<file path="src/rtl/stall_sig_pkg.sv">
// Package: shared result codes, controller states and signature field
// positions for the DMA stall signature detector.
package stall_sig_pkg;

    // Result code presented on the result port.
    typedef enum logic [1:0] {
        RES_NONE    = 2'd0,
        RES_SIG1    = 2'd1,
        RES_SIG2    = 2'd2,
        RES_UNKNOWN = 2'd3
    } stall_res_e;

    // Controller state.
    typedef enum logic {
        ST_IDLE  = 1'b0,
        ST_WATCH = 1'b1
    } stall_state_e;

    // Signature 1: chain-state slot search and completion field.
    localparam int SLOT_W        = 5;
    localparam int W4_SLOTS      = 6;
    localparam int W5_SLOTS      = 4;
    localparam int CHAIN_TARGET  = 6;
    localparam int CMPL_W        = 2;
    localparam int CMPL_TARGET   = 1;

    // Signature 2: three packed fields of word 3.
    localparam int STITCH_LSB    = 18;
    localparam int STITCH_W      = 4;
    localparam int STITCH_TARGET = 9;
    localparam int FETCH_LSB     = 22;
    localparam int FETCH_W       = 4;
    localparam int FETCH_TARGET  = 8;
    localparam int QDONE_LSB     = 26;
    localparam int QDONE_W       = 3;
    localparam int QDONE_TARGET  = 4;

endpackage

</file>
<file path="src/rtl/stall_slot_scan.sv">
// Module: stall_slot_scan
// Reports whether any of NUM_SLOTS adjacent SLOT_W-bit slots of a word
// (slot i at bit i*SLOT_W) holds TARGET. Purely combinational.
// Assumes NUM_SLOTS*SLOT_W <= WORD_W.
module stall_slot_scan #(
    parameter int WORD_W    = 32,
    parameter int SLOT_W    = 5,
    parameter int NUM_SLOTS = 6,
    parameter int TARGET    = 6
) (
    input  logic [WORD_W-1:0] word,
    output logic              hit
);
    logic [NUM_SLOTS-1:0] slot_hit;

    // One equality comparator per slot.
    for (genvar i = 0; i < NUM_SLOTS; i++) begin : g_slot
        assign slot_hit[i] = (word[i*SLOT_W +: SLOT_W] == SLOT_W'(TARGET));
    end

    // Any slot matching counts as a hit.
    assign hit = |slot_hit;
endmodule

</file>
<file path="src/rtl/stall_sig_matcher.sv">
// Module: stall_sig_matcher
// Evaluates both stall signatures on a snapshot of the four debug words.
// Purely combinational; priority between the two is left to the caller.
module stall_sig_matcher
    import stall_sig_pkg::*;
#(
    parameter int WORD_W = 32
) (
    input  logic [WORD_W-1:0] w3,
    input  logic [WORD_W-1:0] w4,
    input  logic [WORD_W-1:0] w5,
    input  logic [WORD_W-1:0] w6,
    output logic              sig1_hit,
    output logic              sig2_hit
);
    logic chain_in_w4;
    logic chain_in_w5;
    logic cmpl_ok;
    logic stitch_ok;
    logic fetch_ok;
    logic qdone_ok;

    stall_slot_scan #(
        .WORD_W(WORD_W), .SLOT_W(SLOT_W), .NUM_SLOTS(W4_SLOTS), .TARGET(CHAIN_TARGET)
    ) u_scan_w4 (
        .word(w4),
        .hit (chain_in_w4)
    );

    stall_slot_scan #(
        .WORD_W(WORD_W), .SLOT_W(SLOT_W), .NUM_SLOTS(W5_SLOTS), .TARGET(CHAIN_TARGET)
    ) u_scan_w5 (
        .word(w5),
        .hit (chain_in_w5)
    );

    // Field comparisons for both signatures.
    always_comb begin
        cmpl_ok   = (w6[CMPL_W-1:0] == CMPL_W'(CMPL_TARGET));
        stitch_ok = (w3[STITCH_LSB +: STITCH_W] == STITCH_W'(STITCH_TARGET));
        fetch_ok  = (w3[FETCH_LSB  +: FETCH_W]  == FETCH_W'(FETCH_TARGET));
        qdone_ok  = (w3[QDONE_LSB  +: QDONE_W]  == QDONE_W'(QDONE_TARGET));
    end

    // A signature needs every one of its conditions.
    assign sig1_hit = (chain_in_w4 | chain_in_w5) & cmpl_ok;
    assign sig2_hit = stitch_ok & fetch_ok & qdone_ok;
endmodule

</file>
<file path="src/rtl/stall_capture_regs.sv">
// Module: stall_capture_regs
// Holds a snapshot of NUM_WORDS live words, taken when load is high, and
// reports whether the live words still equal the snapshot.
// Assumes the caller asserts load for exactly the capture cycle.
module stall_capture_regs #(
    parameter int WORD_W    = 32,
    parameter int NUM_WORDS = 4
) (
    input  logic                               clk,
    input  logic                               rst_n,
    input  logic                               load,
    input  logic [NUM_WORDS-1:0][WORD_W-1:0]   live,
    output logic [NUM_WORDS-1:0][WORD_W-1:0]   held,
    output logic                               same
);
    logic [NUM_WORDS-1:0] word_same;

    // Snapshot register, loaded on request capture.
    always_ff @(posedge clk) begin
        if (!rst_n) begin
            held <= '0;
        end else if (load) begin
            held <= live;
        end
    end

    // Per-word equality against the snapshot.
    for (genvar i = 0; i < NUM_WORDS; i++) begin : g_cmp
        assign word_same[i] = (live[i] == held[i]);
    end

    // All words must agree.
    assign same = &word_same;

    // the snapshot reflects the live words of the capture cycle.
    assert_capture_R3: assert property (@(posedge clk) disable iff (!rst_n)
        load |=> (held == $past(live)));
endmodule

</file>
<file path="src/rtl/dma_stall_sig_detect.sv">
// Module: dma_stall_sig_detect
// Top of the DMA stall signature detector. On an accepted request it takes a
// snapshot of four debug words. It then checks that the words stay frozen for
// NUM_RESAMPLES clocks. Finally it reports which stall signature, if any, the
// frozen state matches, with signature 1 taking priority.
// Assumes the debug words are synchronous to clk.
module dma_stall_sig_detect
    import stall_sig_pkg::*;
#(
    parameter int WORD_W        = 32,
    parameter int NUM_RESAMPLES = 50
) (
    input  logic              clk,
    input  logic              rst_n,
    input  logic              enable,
    input  logic              check_req,
    input  logic [WORD_W-1:0] dbg_w3,
    input  logic [WORD_W-1:0] dbg_w4,
    input  logic [WORD_W-1:0] dbg_w5,
    input  logic [WORD_W-1:0] dbg_w6,
    output logic [1:0]        result,
    output logic              done
);
    localparam int NUM_WORDS = 4;
    localparam int CNT_W     = (NUM_RESAMPLES > 1) ? $clog2(NUM_RESAMPLES) : 1;
    localparam logic [CNT_W-1:0] LAST_CNT = CNT_W'(NUM_RESAMPLES - 1);

    stall_state_e                     state;
    logic [CNT_W-1:0]                 cnt;
    stall_res_e                       result_q;
    logic                             done_q;
    logic                             accept;
    logic                             same;
    logic                             last;
    logic                             sig1_hit;
    logic                             sig2_hit;
    logic [NUM_WORDS-1:0][WORD_W-1:0] live;
    logic [NUM_WORDS-1:0][WORD_W-1:0] held;

    assign live   = {dbg_w6, dbg_w5, dbg_w4, dbg_w3};
    assign accept = (state == ST_IDLE) && enable && check_req;
    assign last   = (cnt == LAST_CNT);

    stall_capture_regs #(
        .WORD_W(WORD_W), .NUM_WORDS(NUM_WORDS)
    ) u_capture (
        .clk  (clk),
        .rst_n(rst_n),
        .load (accept),
        .live (live),
        .held (held),
        .same (same)
    );

    stall_sig_matcher #(
        .WORD_W(WORD_W)
    ) u_match (
        .w3      (held[0]),
        .w4      (held[1]),
        .w5      (held[2]),
        .w6      (held[3]),
        .sig1_hit(sig1_hit),
        .sig2_hit(sig2_hit)
    );

    // Check sequencer: capture, stability window, then priority decision.
    always_ff @(posedge clk) begin
        if (!rst_n) begin
            state    <= ST_IDLE;
            cnt      <= '0;
            result_q <= RES_NONE;
            done_q   <= 1'b0;
        end else begin
            done_q <= 1'b0;
            case (state)
                ST_IDLE: begin
                    if (accept) begin
                        state    <= ST_WATCH;
                        cnt      <= '0;
                        result_q <= RES_NONE;
                    end
                end
                ST_WATCH: begin
                    if (!enable) begin
                        state <= ST_IDLE;
                    end else if (!same) begin
                        state    <= ST_IDLE;
                        result_q <= RES_NONE;
                        done_q   <= 1'b1;
                    end else if (last) begin
                        state    <= ST_IDLE;
                        done_q   <= 1'b1;
                        if (sig1_hit)      result_q <= RES_SIG1;
                        else if (sig2_hit) result_q <= RES_SIG2;
                        else               result_q <= RES_UNKNOWN;
                    end else begin
                        cnt <= cnt + 1'b1;
                    end
                end
                default: state <= ST_IDLE;
            endcase
        end
    end

    assign result = result_q;
    assign done   = done_q;

    // done lasts a single cycle.
    assert_done_pulse_R11: assert property (@(posedge clk) disable iff (!rst_n)
        done |=> !done);

    // result holds while idle and no request is accepted.
    assert_result_hold_R11: assert property (@(posedge clk) disable iff (!rst_n)
        (state == ST_IDLE && !accept) |=> $stable(result));

    // a differing sample ends the check with none.
    assert_mismatch_none_R4: assert property (@(posedge clk) disable iff (!rst_n)
        (state == ST_WATCH && enable && !same) |=> (done && result == 2'd0));

    // signature 1 wins over signature 2.
    assert_priority_R8: assert property (@(posedge clk) disable iff (!rst_n)
        (state == ST_WATCH && enable && same && last && sig1_hit)
        |=> (done && result == 2'd1));

    // dropping enable during a check suppresses done.
    assert_abort_R9: assert property (@(posedge clk) disable iff (!rst_n)
        (state == ST_WATCH && !enable) |=> !done);

    // the comparison counter stays inside its window.
    assert_cnt_bound_R3: assert property (@(posedge clk) disable iff (!rst_n)
        cnt <= LAST_CNT);
endmodule

</file>
<file path="config.mk">
export PLATFORM = sky130hd
export DESIGN_NAME = dma_stall_sig_detect
export DESIGN_NICKNAME = d
export VERILOG_FILES = /design/src/rtl/stall_sig_pkg.sv /design/src/rtl/stall_slot_scan.sv /design/src/rtl/stall_sig_matcher.sv /design/src/rtl/stall_capture_regs.sv /design/src/rtl/dma_stall_sig_detect.sv
export SDC_FILE = /design/constraint.sdc
export NUM_CORES = 1
export LEC_CHECK = 0
export BUFFER_PORTS_ARGS = -buffer_cell sky130_fd_sc_hd__buf_2
export CAP_MARGIN = 30
export CORE_MARGIN = 10
export CORE_UTILIZATION = 35
export DETAILED_ROUTE_END_ITERATION = 16
export GPL_TIMING_DRIVEN = 0
export HOLD_SLACK_MARGIN = 0.15
export PLACE_DENSITY = 0.6
export SYNTH_ARGS = -nofsm -noshare
export SYNTH_HDL_FRONTEND = slang
export SYNTH_SLANG_ARGS = --single-unit
</file>
<file path="constraint.sdc">
create_clock -name clk -period 3 [get_ports clk]
set_input_delay 0.3 -clock clk [delete_from_list [all_inputs] [get_ports clk]]
set_output_delay 0.3 -clock clk [all_outputs]
set_load 0.01 [all_outputs]
</file>
* Word level (Yosys, flattened, before mapping)
Index checks and enable logic that the tools add are counted.
** Cells by class
- Reductions and logical operators :: 8
- Muxes and demuxes :: 19
- Bitwise logic cells :: 5
- Equal/unequal tests :: 24
- $add $sub $neg :: 1
** Operator list (number)
- $eq 32x32->1 :: 4
- $eq 5x3->1 const B :: 10
- $mux 6 :: 4
- $pmux 6 s2 :: 1
- $mux 2 :: 5
- $eq 4x4->1 const B :: 2
- $reduce_and 4->1 :: 2
- $mux 1 :: 7
- $add 6x1->6 const B :: 1
- $eq 6x6->1 const B :: 1
- $ne 2x2->1 const B :: 3
- $reduce_and 3->1 :: 2
- $reduce_or 6->1 :: 1
- $pmux 2 s2 :: 1
- $reduce_or 4->1 :: 1
- $and 1x1->1 :: 3
- $eq 3x3->1 const B :: 1
- $ne 3x2->1 const B :: 1
- $eq 2x1->1 const B :: 1
- $logic_and 1x1->1 :: 2
- $ne 2x1->1 const B :: 1
- $pmux 1 s2 :: 1
- $not 1->1 :: 1
- $or 1x1->1 :: 1
** Storage, ports and cells
- Output and inout bits :: 3
- Bits in registers :: 138

* Longest topological paths before layout
Gate-level depths: netlist of run 1.
- Depth in word-level cells :: 9
- Depth in mapped cells :: 10
- Mapped depth without buffers :: 8

* Cells and area by module
From an unflattened synthesis of run 1, not the netlist that was laid out.
** Second synthesis, totals
- Cell total of the unflattened synthesis :: 666
- Area, all modules :: 6930.4 µm²
** By module, submodules not included
- stall_capture_regs :: times used 1, area each 6193.4 µm², cells each 583
- dma_stall_sig_detect :: times used 1, area each 520.5 µm², cells each 55
- stall_slot_scan at u_match.u_scan_w4 :: times used 1, area each 97.6 µm², cells each 13
- stall_slot_scan at u_match.u_scan_w5 :: times used 1, area each 70.1 µm², cells each 9
- stall_sig_matcher :: times used 1, area each 48.8 µm², cells each 6

* Worst setup path after synthesis of run 1
Ideal clock, no wire load.
- Path type :: register to register
- From :: reg u_capture.held[39] (netlist name)
- To :: reg cnt[3]
- Required time :: 2.926 ns
- Period minus slack after synthesis :: 1.992 ns
- Stages on the path, launching flop included :: 8
- Slack :: 1.008 ns
- Arrival time :: 1.918 ns
- Path through :: dfxtp_1 > xor2_1 > nor4_1 > nand4_1 > nor4_4 > nand4_1 > or4_1 > a31oi_1
** On the way
- Longest elaborated chain between the ends :: 4
** RTL lines
- start: declaration :: line stall_capture_regs.sv:13 : output logic [NUM_WORDS-1:0][WORD_W-1:0] held,
- start signal: assignment :: line stall_capture_regs.sv:23 : held <= live;
- $eq 32x32->1 :: line stall_capture_regs.sv:29 : assign word_same[i] = (live[i] == held[i]);
- $reduce_and 4->1 :: line stall_capture_regs.sv:33 : assign same = &word_same;
- $ne 2x1->1 (no source line)
- $reduce_and 4->1 (no source line)
- end signal: assignment :: line dma_stall_sig_detect.sv:97 : cnt <= cnt + 1'b1;
- end: declaration :: line dma_stall_sig_detect.sv:29 : logic [CNT_W-1:0] cnt;
Every way passes these cells.
A chain may end at the register's enable or synchronous reset.

* Final worst setup path of run 1
- From :: in dbg_w5[15]
- To :: reg cnt[3]
** On the way
- Longest elaborated chain between the ends :: 4
** RTL lines
- start: declaration :: line dma_stall_sig_detect.sv:19 : input logic [WORD_W-1:0] dbg_w5,
- $eq 32x32->1 :: line stall_capture_regs.sv:29
- $reduce_and 4->1 :: line stall_capture_regs.sv:33
- $ne 2x1->1 (no source line)
- $reduce_and 4->1 (no source line)
Every way passes these cells.

==> results of run 1 <==
==> final timing paths <==
path | endpoint | slack, ps | depth (start not counted)
max | cnt[3] | 160 | 9
min | u_capture.held[2] | 160 | 3
max reg2reg | u_capture.held[40] | 370 | 9
min reg2reg | u_capture.held[17] | 460 | 2
==> cell families after synthesis <==
| kind of cell | count (synthesis) | synth area share |
|---|---|---|
| adders and majority gates | 2 | 0.00387 |
| xor gates and xnor gates | 128 | 0.173 |
| buffers and inverters | 51 | 0.0329 |
| AOI/OAI and AO/OA | 142 | 0.113 |
| and+or+nand+nor | 364 | 0.250 |
| DFF | 138 | 0.427 |
==> worst min-delay path: cells and delay by family <==
kind	cells	cell delay (ps)
and+or+nand+nor	1	60
AOI/OAI and AO/OA	1	50
buffers and inverters	1	130
==> flip-flops by register name, summed over array words and instances, names as in the netlist <==
register	cells
cnt	6
result	2
done	1
state	1
u_capture.held	128
==> where the power goes <==
group	total, mW	switching, mW	internal [mW]
Combinational	0.709	0.388	0.321
Clock	2.19	0.817	1.37
Sequential	1.99	0.0692	1.92
Total	4.89	1.27	3.62
==> Yosys cell counts, types with 2 or more instances <==
master,number
nand2_1,273
dfxtp_1,138
a21oi_1,132
xor2_1,128
nor4_1,46
clkbuf_1,41
nand4_1,14
nand3_1,7
nor2_1,7
and2_1,3
inv_1,3
a31oi_1,2
and3_1,2
buf_4,2
ha_1,2
nor4_4,2
==> metrics by stage <==
stage                     setup slack, ps  utilization
final                                 155        0.512
after CTS                             192        0.512
after global routing                  118        0.512
after floorplan                      1010            -
after global placement                353        0.410
after detailed placement              358        0.410
==> area by class of cell <==
class | count | share of cell area
clock inverter | 11 | 0.0154
buffer | 47 | 0.0215
sequential | 138 | 0.298
clock buffer | 21 | 0.0508
multi-input combinational | 636 | 0.377
inverter | 4 | 0.00162
timing repair buffer | 255 | 0.204
tap | 229 | 0.0310
==> metal layers <==
layer	share of wire	global-route usage	wire length, um	up-vias
met5	0	0	0	-
met4	0.017	0.0517	379	0
met3	0.064	0.0482	1450	25
met2	0.47	0.300	10500	201
met1	0.45	0.241	10100	2988
li1	-	-	-	3304
==> what timing repair did <==
action,in CTS,in global routing
hold endpoints to repair,122,0
gates resized for setup,0,2
hold buffers,122,0
setup endpoints to repair,0,1
==> flow_summary.toml, run 1 <==
[logic_synthesis]
synthTopCellsByArea = "dfxtp_1, xor2_1, nand2_1"
async_reset_ff_frac = 0
synth_nets = 959
yosysSeqAreaShare = 0.427
synthCells = 825
postSynthAreaPerCell_um2 = 7.84
yosysWarnings = 0
synth_area_leader_cell = "dfxtp_1"
synth_seq_cells = 138
synth_top_flop_cell = "dfxtp_1"
synth_edf_count = 0
synth_area_um2 = 6470
synth_top_area_share = 0.427
ys_types = 39

[cts]
cts_root_buf = "clkbuf_16"
cts_buffers = 17
cts_buffer_depth = 2
clk_pin_slew_ps = 60
clkLatencyLatePin_ps = 420
cts_setup_buffers = 0
htree_num_levels = 4
cts.sinks = 138
cts_tree = "built"

[sta]
timing.fmax_mhz = 352
finalMaxSlewViolations = 0
finalSetupTns_ps = 0
setup_viol = 0
final.setup_skew_ps = 7.98
hold_slack_ps = 162
fin_crit_sh = 0.948
rsz0062_at_grt = "no"
finalCriticalPeriod_ps = 2840
tightestPinTransition_ps = 725
hold_violations = 0
relSlewSlack = 0.517

[detailed_routing]
post_drt_wl_per_cell_um = 16.7
detail_route.vias_per_cell = 4.86
first_pass_iters = 5
route.detailed.drc = 0
vias = 6518
drt_iter0_drc = 456
drt-total-wl_um = 22400
ant_nets = 0

[floorplanning]
num_rows = 49
initial_core_util = 0.358
dieArea_um2 = 24300
core_area_um2 = 18100
die_h_um = 156
pin_count = 135
die_w_um = 156

[cells_and_area]
fillerInstances = 1707
multiInputGateArea_um2 = 3490
regArea_um2 = 2760
layout-drive-gt1-share = 0.156
mostFrequentLayoutCell = "nand2_1"
nets = 1233
antenna_cells = 0
fin_cells = 1341
area_growth_pct = 43.1
fin_area_um2 = 9260
final_cell_mix = "nand2_1, dfxtp_1, buf_2"

[placement]
dp_cells = 1187
dp_hpwl_um = 16800
numPortBuffers = 133
gp_congestion = 0.864
dpl_cell_area_um2 = 7420

[worst_setup_path]
worst_setup_path_start_kind = "input pin"
cpMaxStageDelayCell = "nor4_1"
end_kind = "flip-flop"
crit_top_cell = "nand4_1"
startpoint = "dbg_w5[15]"
crit_fanout = 5
cp_slowest_stage_delay_ps = 600
worst_ep_arrival_time_ps = 3190
reg2reg_from = "cnt[0]"
required_ps = 3350
critical_path_class = "input pin to flip-flop"
worst-path-buf-inv = 2
crit_chain = "dlygate4sd3_1, buf_2, xor2_1, nor4_1, nand4_1, nor4_4, nand4_1, or4_1, a31oi_1"
cp_top_family = "simple AND/OR/NAND/NOR gates"

[global_route]
grt_pass1_vias = 6437
track_usage = 0.186
grt.overflow.total = 0
antenna_found_initial = 0
grt_start_max_net_pins = 17
grt_pass1_wl_um = 35200

[power]
peakVddDrop_mv = 0.394
leakage_nw = 3.93
power_density_nw_per_um2 = 528
finalPower_mw = 4.89

[min_path]
hold_start = "dbg_w3[2]"
min_path_type = "input pin to flip-flop"

[status]
status = "completed"

[flow_run]
maxCapViolCount = 0
(Power assumes the default switching activity.)
==> run 2, diff against run 1 <==
- CORE_UTILIZATION: 35 -> 24
- PLACE_DENSITY: 0.6 -> 0.46
==> run 2 against run 1 <==
Against the previous run: total power grew 2.7%; global-route usage decreased by 3.8 points; maximum frequency increased by 0.58%; critical endpoint unchanged; highest routed layer unchanged.
==> flow_summary.toml, run 2 (synthesized netlist as in run 1, its figures left out) <==
[cts]
cts_buffer_depth = 2
cts_buffers = 17
post_cts_resized = 0
clkLatencyLatePin_ps = 440
cts_tree = "built"
clk_pin_slew_ps = 60
cts_root_buf = "clkbuf_16"
cts_setup_buffers = 0
htree_num_levels = 4
cts.sinks = 138

[worst_setup_path]
end_kind = "flip-flop"
crit_fanout = 5
critical_path_class = "input pin to flip-flop"
rrSetupSlack_ps = 260
worstSetupPathDepth = 9
required_ps = 3360
worst_ep_arrival_time_ps = 3180
cp_top_family = "simple AND/OR/NAND/NOR gates"
worst-path-buf-inv = 2
crit_chain = "dlygate4sd3_1, buf_2, xor2_1, nor4_1, nand4_1, nor4_4, nand4_1, or4_1, a31oi_1"
rr_worst_depth = 10
cp_slowest_stage_delay_ps = 610
crit_top_cell = "nand4_1"
cpMaxStageDelayCell = "nor4_1"
worst_setup_path_start_kind = "input pin"

[sta]
finalMaxSlewViolations = 0
setup_viol = 0
tightestPinTransition_ps = 773
final.setup_skew_ps = 11.4
fin_ws_ps = 172
rsz0062_at_grt = "no"
timing.fmax_mhz = 354
hold_slack_ps = 153
hold_violations = 0
finalSetupTns_ps = 0
relSlewSlack = 0.485
fin_crit_sh = 0.943
finalCriticalPeriod_ps = 2830

[cells_and_area]
fin_cells = 1458
regArea_um2 = 2760
antenna_cells = 0
area_growth_pct = 46.3
final_cell_mix = "nand2_1, dfxtp_1, buf_2"
layout-drive-gt1-share = 0.155
multiInputGateArea_um2 = 3490
fillerInstances = 2866
largest_register_ffs = 128
largest-register = "u_capture.held"
mostFrequentLayoutCell = "nand2_1"
nets = 1238

[detailed_routing]
drt-total-wl_um = 24700
met2_length_um = 11600
highest_layer = "met4"
met1_length_um = 11700
detail_route.vias_per_cell = 4.43
vias = 6459
routed-wl-met3_um = 1100
route.detailed.drc = 0
drt_iter0_drc = 277
post_drt_wl_per_cell_um = 17.0
ant_nets = 0
first_pass_iters = 4

[placement]
dp_cells = 1299
dp_hpwl_um = 19300
placement.setup.worst_slack_ps = 246
numPortBuffers = 133
gp_congestion = 0.814

[floorplanning]
initial_core_util = 0.242
dieArea_um2 = 33900
die_w_um = 184
core_area_um2 = 26700
die_h_um = 184
num_rows = 60
pin_count = 135

[power]
power_density_nw_per_um2 = 531
seq_power_share = 0.397
peakVddDrop_mv = 0.283
leakage_nw = 3.96
p_sw_frac = 0.269
p_switching_mw = 1.35
internal_power_mw = 3.67
p_comb_frac = 0.145
p_clk_frac = 0.458

[min_path]
min_path_type = "input pin to flip-flop"
holdPathStages = 3

[global_route]
antenna_found_initial = 0
track_usage = 0.148
grt_start_max_net_pins = 17
grt_pass1_vias = 6635
grt.overflow.total = 0
grt_pass1_wl_um = 37800

[status]
status = "completed"

[flow_run]
maxCapViolCount = 0
==> run 2: cell types whose count changed in the layout (fill, tap and decap cells not counted) <==
| cell | delta |
|---|---|
| clkbuf_2 | -1 |
| inv_6 | +3 |
| clkbuf_1 | +1 |
| clkinv_2 | -2 |
| clkbuf_8 | -2 |
| bufinv_16 | +1 |
| dlygate4sd3_1 | +5 |
==> run 2: through the flow <==
stage,instance area (um^2),power [mW],utilization
final,9460,5.02,0.354
after global routing,9460,5.24,0.354
after CTS,9460,5.07,0.354
after detailed placement,7560,2.63,0.283
after global placement,7560,2.63,0.283
after floorplan,6470,2.33,-
==> run 2: worst register-to-register path, cell delays in order, from the launching register on <==
cell and delay, ps:
dfxtp_1 300, buf_4 150, nor2_1 100, nand4_1 300
nor2_1 210, nor2_1 80, nand2_1 130, clkbuf_1 530
clkbuf_1 580, nand2_1 110, a21oi_1 160
==> run 2: metal layers <==
metal / vias to the layer above / GRT usage
li1: 3314 / -
met1: 2982 / 0.193
met2: 144 / 0.238
met3: 19 / 0.0299
met4: 0 / 0.0488
met5: - / 0
==> run 2: worst paths after layout <==
kind	to	start
max	cnt[3]	dbg_w5[15]
max reg2reg	u_capture.held[121]	cnt[2]
min reg2reg	u_capture.held[89]	u_capture.held[89]
min	u_capture.held[57]	dbg_w4[25]
==> run 2: final cells by class <==
| type | instances | area share |
|---|---|---|
| buffer | 47 | 0.0209 |
| clock buffer | 19 | 0.0468 |
| clock inverter | 13 | 0.0200 |
| inverter | 4 | 0.00159 |
| multi-input combinational | 636 | 0.369 |
| sequential | 138 | 0.292 |
| tap | 341 | 0.0451 |
| timing repair buffer | 260 | 0.205 |
==> run 2: what timing repair did <==
| item | CTS | global route |
|---|---|---|
| endpoints found under the hold margin | 127 | 0 |
| endpoints found under the setup margin | 0 | 0 |
| hold buffers | 127 | 0 |
==> run 2: power by group through the flow <==
stage          sequential [mW]  combinational, mW  clock, mW
3_5_place_dp              2.03              0.598          0
4_1_cts                   1.99              0.740       2.34
3_3_place_gp              2.03              0.595          0
5_1_grt                   2.00              0.804       2.43
2_1_floorplan             2.02              0.313          0
6_report                  1.99              0.729       2.30
==> run 3, diff against run 2 <==
- ABC_AREA: not set -> 1
- CAP_MARGIN: 30 -> not set
- CORE_MARGIN: 10 -> not set
==> run 3 against run 2 <==
Against the previous run: die area shrank 2.0%; synthesized cell count increased by 43%; via count up 23%; global-route usage grew 2.9 points; non-clock buffer count shrank 45; clock skew up 1.4 ps; sequential cell count unchanged; area after synthesis is 21% higher; count of clock-buffer cells in the layout down 1; largest power group unchanged.
==> flow_summary.toml, run 3 <==
[sta]
relSlewSlack = 0.477
tightestPinTransition_ps = 784
hold_violations = 0
fin_crit_sh = 0.775
timing.fmax_mhz = 430
fin_ws_ps = 675
finalCriticalPeriod_ps = 2320
final.setup_skew_ps = 12.8
setup_viol = 0
finalSetupTns_ps = 0
finalMaxSlewViolations = 0
rsz0062_at_grt = "no"

[min_path]
min_path_type = "input pin to flip-flop"
hold_start = "dbg_w6[7]"
hold_path_end = "u_capture.held[103]"
holdPathStages = 3

[global_route]
met1_usage = 0.231
antenna_found_initial = 0
busiest_layer = "met2"
grt_start_max_net_pins = 17
grt.overflow.total = 0
track_usage = 0.177
grt_pass1_vias = 7755
grtUsageMet3 = 0.0301
grt_pass1_wl_um = 43700
grt_use_met2 = 0.298

[logic_synthesis]
yosysWarnings = 0
synth_nets = 1314
synthCells = 1180
synthTopCellsByArea = "dfxtp_1, nor2_1, xnor2_1"
async_reset_ff_frac = 0
synth_area_um2 = 7800
synth_top_flop_cell = "dfxtp_1"
synth_common_cells = "nor2_1, nand2_1, dfxtp_1"
synth_edf_count = 0
ys_types = 27
synth_most_common_cell = "nor2_1"
synth_seq_cells = 138
synth_area_leader_cell = "dfxtp_1"
synth_top_area_share = 0.354
yosysSeqAreaShare = 0.354
postSynthAreaPerCell_um2 = 6.61

[cells_and_area]
final_core_util = 0.330
nets = 1550
fin_cells = 1863
area_growth_pct = 34.7
antenna_cells = 0
fin_area_um2 = 10500
layout-drive-gt1-share = 0.128
largest_register_ffs = 128
largest-register = "u_capture.held"
mostFrequentLayoutCell = "nor2_1"
final_cell_mix = "nor2_1, nand2_1, buf_2, dfxtp_1, o21ai_0"

[cts]
cts_root_buf = "clkbuf_16"
cts_buffers = 17
cts_tree = "built"
post_cts_resized = 0
clkLatencyLatePin_ps = 440
cts.sinks = 138
cts_buffer_depth = 2
postCtsHoldBufs = 84
clk_pin_slew_ps = 60
cts_setup_buffers = 0
htree_num_levels = 4

[floorplanning]
core_area_um2 = 31800
pin_count = 135
dieArea_um2 = 33200
die_w_um = 182
die_h_um = 182
num_rows = 65
initial_core_util = 0.245

[worst_setup_path]
end_kind = "flip-flop"
crit_fanout = 10
required_ps = 3330
rrSetupSlack_ps = 690
worst_ep_arrival_time_ps = 2660
rr_worst_depth = 4
reg2reg_from = "state"
startpoint = "dbg_w6[26]"
critical_path_class = "input pin to flip-flop"
worst_setup_path_start_kind = "input pin"
rr_endpoint = "u_capture.held[16]"

[power]
power_density_nw_per_um2 = 526
peakVddDrop_mv = 0.370
leakage_nw = 4.54

[detailed_routing]
post_drt_wl_per_cell_um = 15.4
detail_route.vias_per_cell = 4.26
drt_iter0_drc = 406
ant_nets = 0
vias = 7933
route.detailed.drc = 0
drt-total-wl_um = 28800
first_pass_iters = 5

[status]
status = "completed"

[placement]
gp_congestion = 0.841
dp_hpwl_um = 22500
placement.setup.worst_slack_ps = 677
numPortBuffers = 133
dp_cells = 1748
dpl_cell_area_um2 = 9010

[flow_run]
maxCapViolCount = 0
run 3: cell count changes after synthesis, moves of 44 or more:
| cell | delta |
|---|---|
| xnor2_1 | +99 |
| inv_1 | +102 |
| nand2_1 | -56 |
| o21ai_0 | +132 |
| a21oi_1 | -76 |
| nor4_1 | -44 |
| xor2_1 | -84 |
| nor2_1 | +266 |
run 3: how the worst max path moves through the flow:
stage                     slack (ps)                  to
after floorplan                 1510              cnt[0]
final                            680              cnt[0]
after global placement           650  u_capture.held[72]
after global routing             480              cnt[3]
after CTS                        660              cnt[0]
after detailed placement         680  u_capture.held[76]
run 3: area by class of cell:
type,count,area [um^2]
plain buffers,45,186
inverters,106,398
clock buffers,18,439
multi-input cells,891,4460
clock inverters,13,215
well taps,435,544
fillers,3508,21300
repair buffers,217,1510
flip-flops and latches,138,2760
run 3: where the power goes:
group	switching, mW	internal (mW)	total [mW]	leakage [nW]
clock network	0.899	1.50	2.40	0.306
logic	0.612	0.433	1.04	3.10
registers	0.113	1.97	2.08	1.14
run 3: stage by stage:
| stage | total power, mW | hold WS (ps) |
|---|---|---|
| finish | 5.52 | 163 |
| global route | 5.79 | 160 |
| CTS | 5.58 | 150 |
| detailed placement | 3.08 | 474 |
| global placement | 3.07 | 472 |
| floorplan | 2.67 | 435 |
run 3: worst max-delay path, stage by stage:
cell	delay [ps]
dlygate4sd3_1	530
buf_2	130
xnor2_1	220
nand2_1	130
nor2_1	250
nand2_1	100
nor2_1	160
nand2_1	90
nor2_2	230
nand2_2	100
nand2_2	90
buf_6	130
nand3_1	70
nand2_1	70
nor2_1	50
run 3: cell families after synthesis:
kind of cell / Yosys count / synth area share
fa+ha+maj: 2 / 0.00321
compound gates: 192 / 0.124
xor+xnor: 143 / 0.161
buf+inv: 151 / 0.0749
simple gates: 554 / 0.283
flops: 138 / 0.354
run 3: per-layer routing:
layer | part of all wire | wire length, um
met1 | 0.47 | 13600
met2 | 0.47 | 13600
met5 | 0 | 0
met3 | 0.039 | 1120
met4 | 0.017 | 496
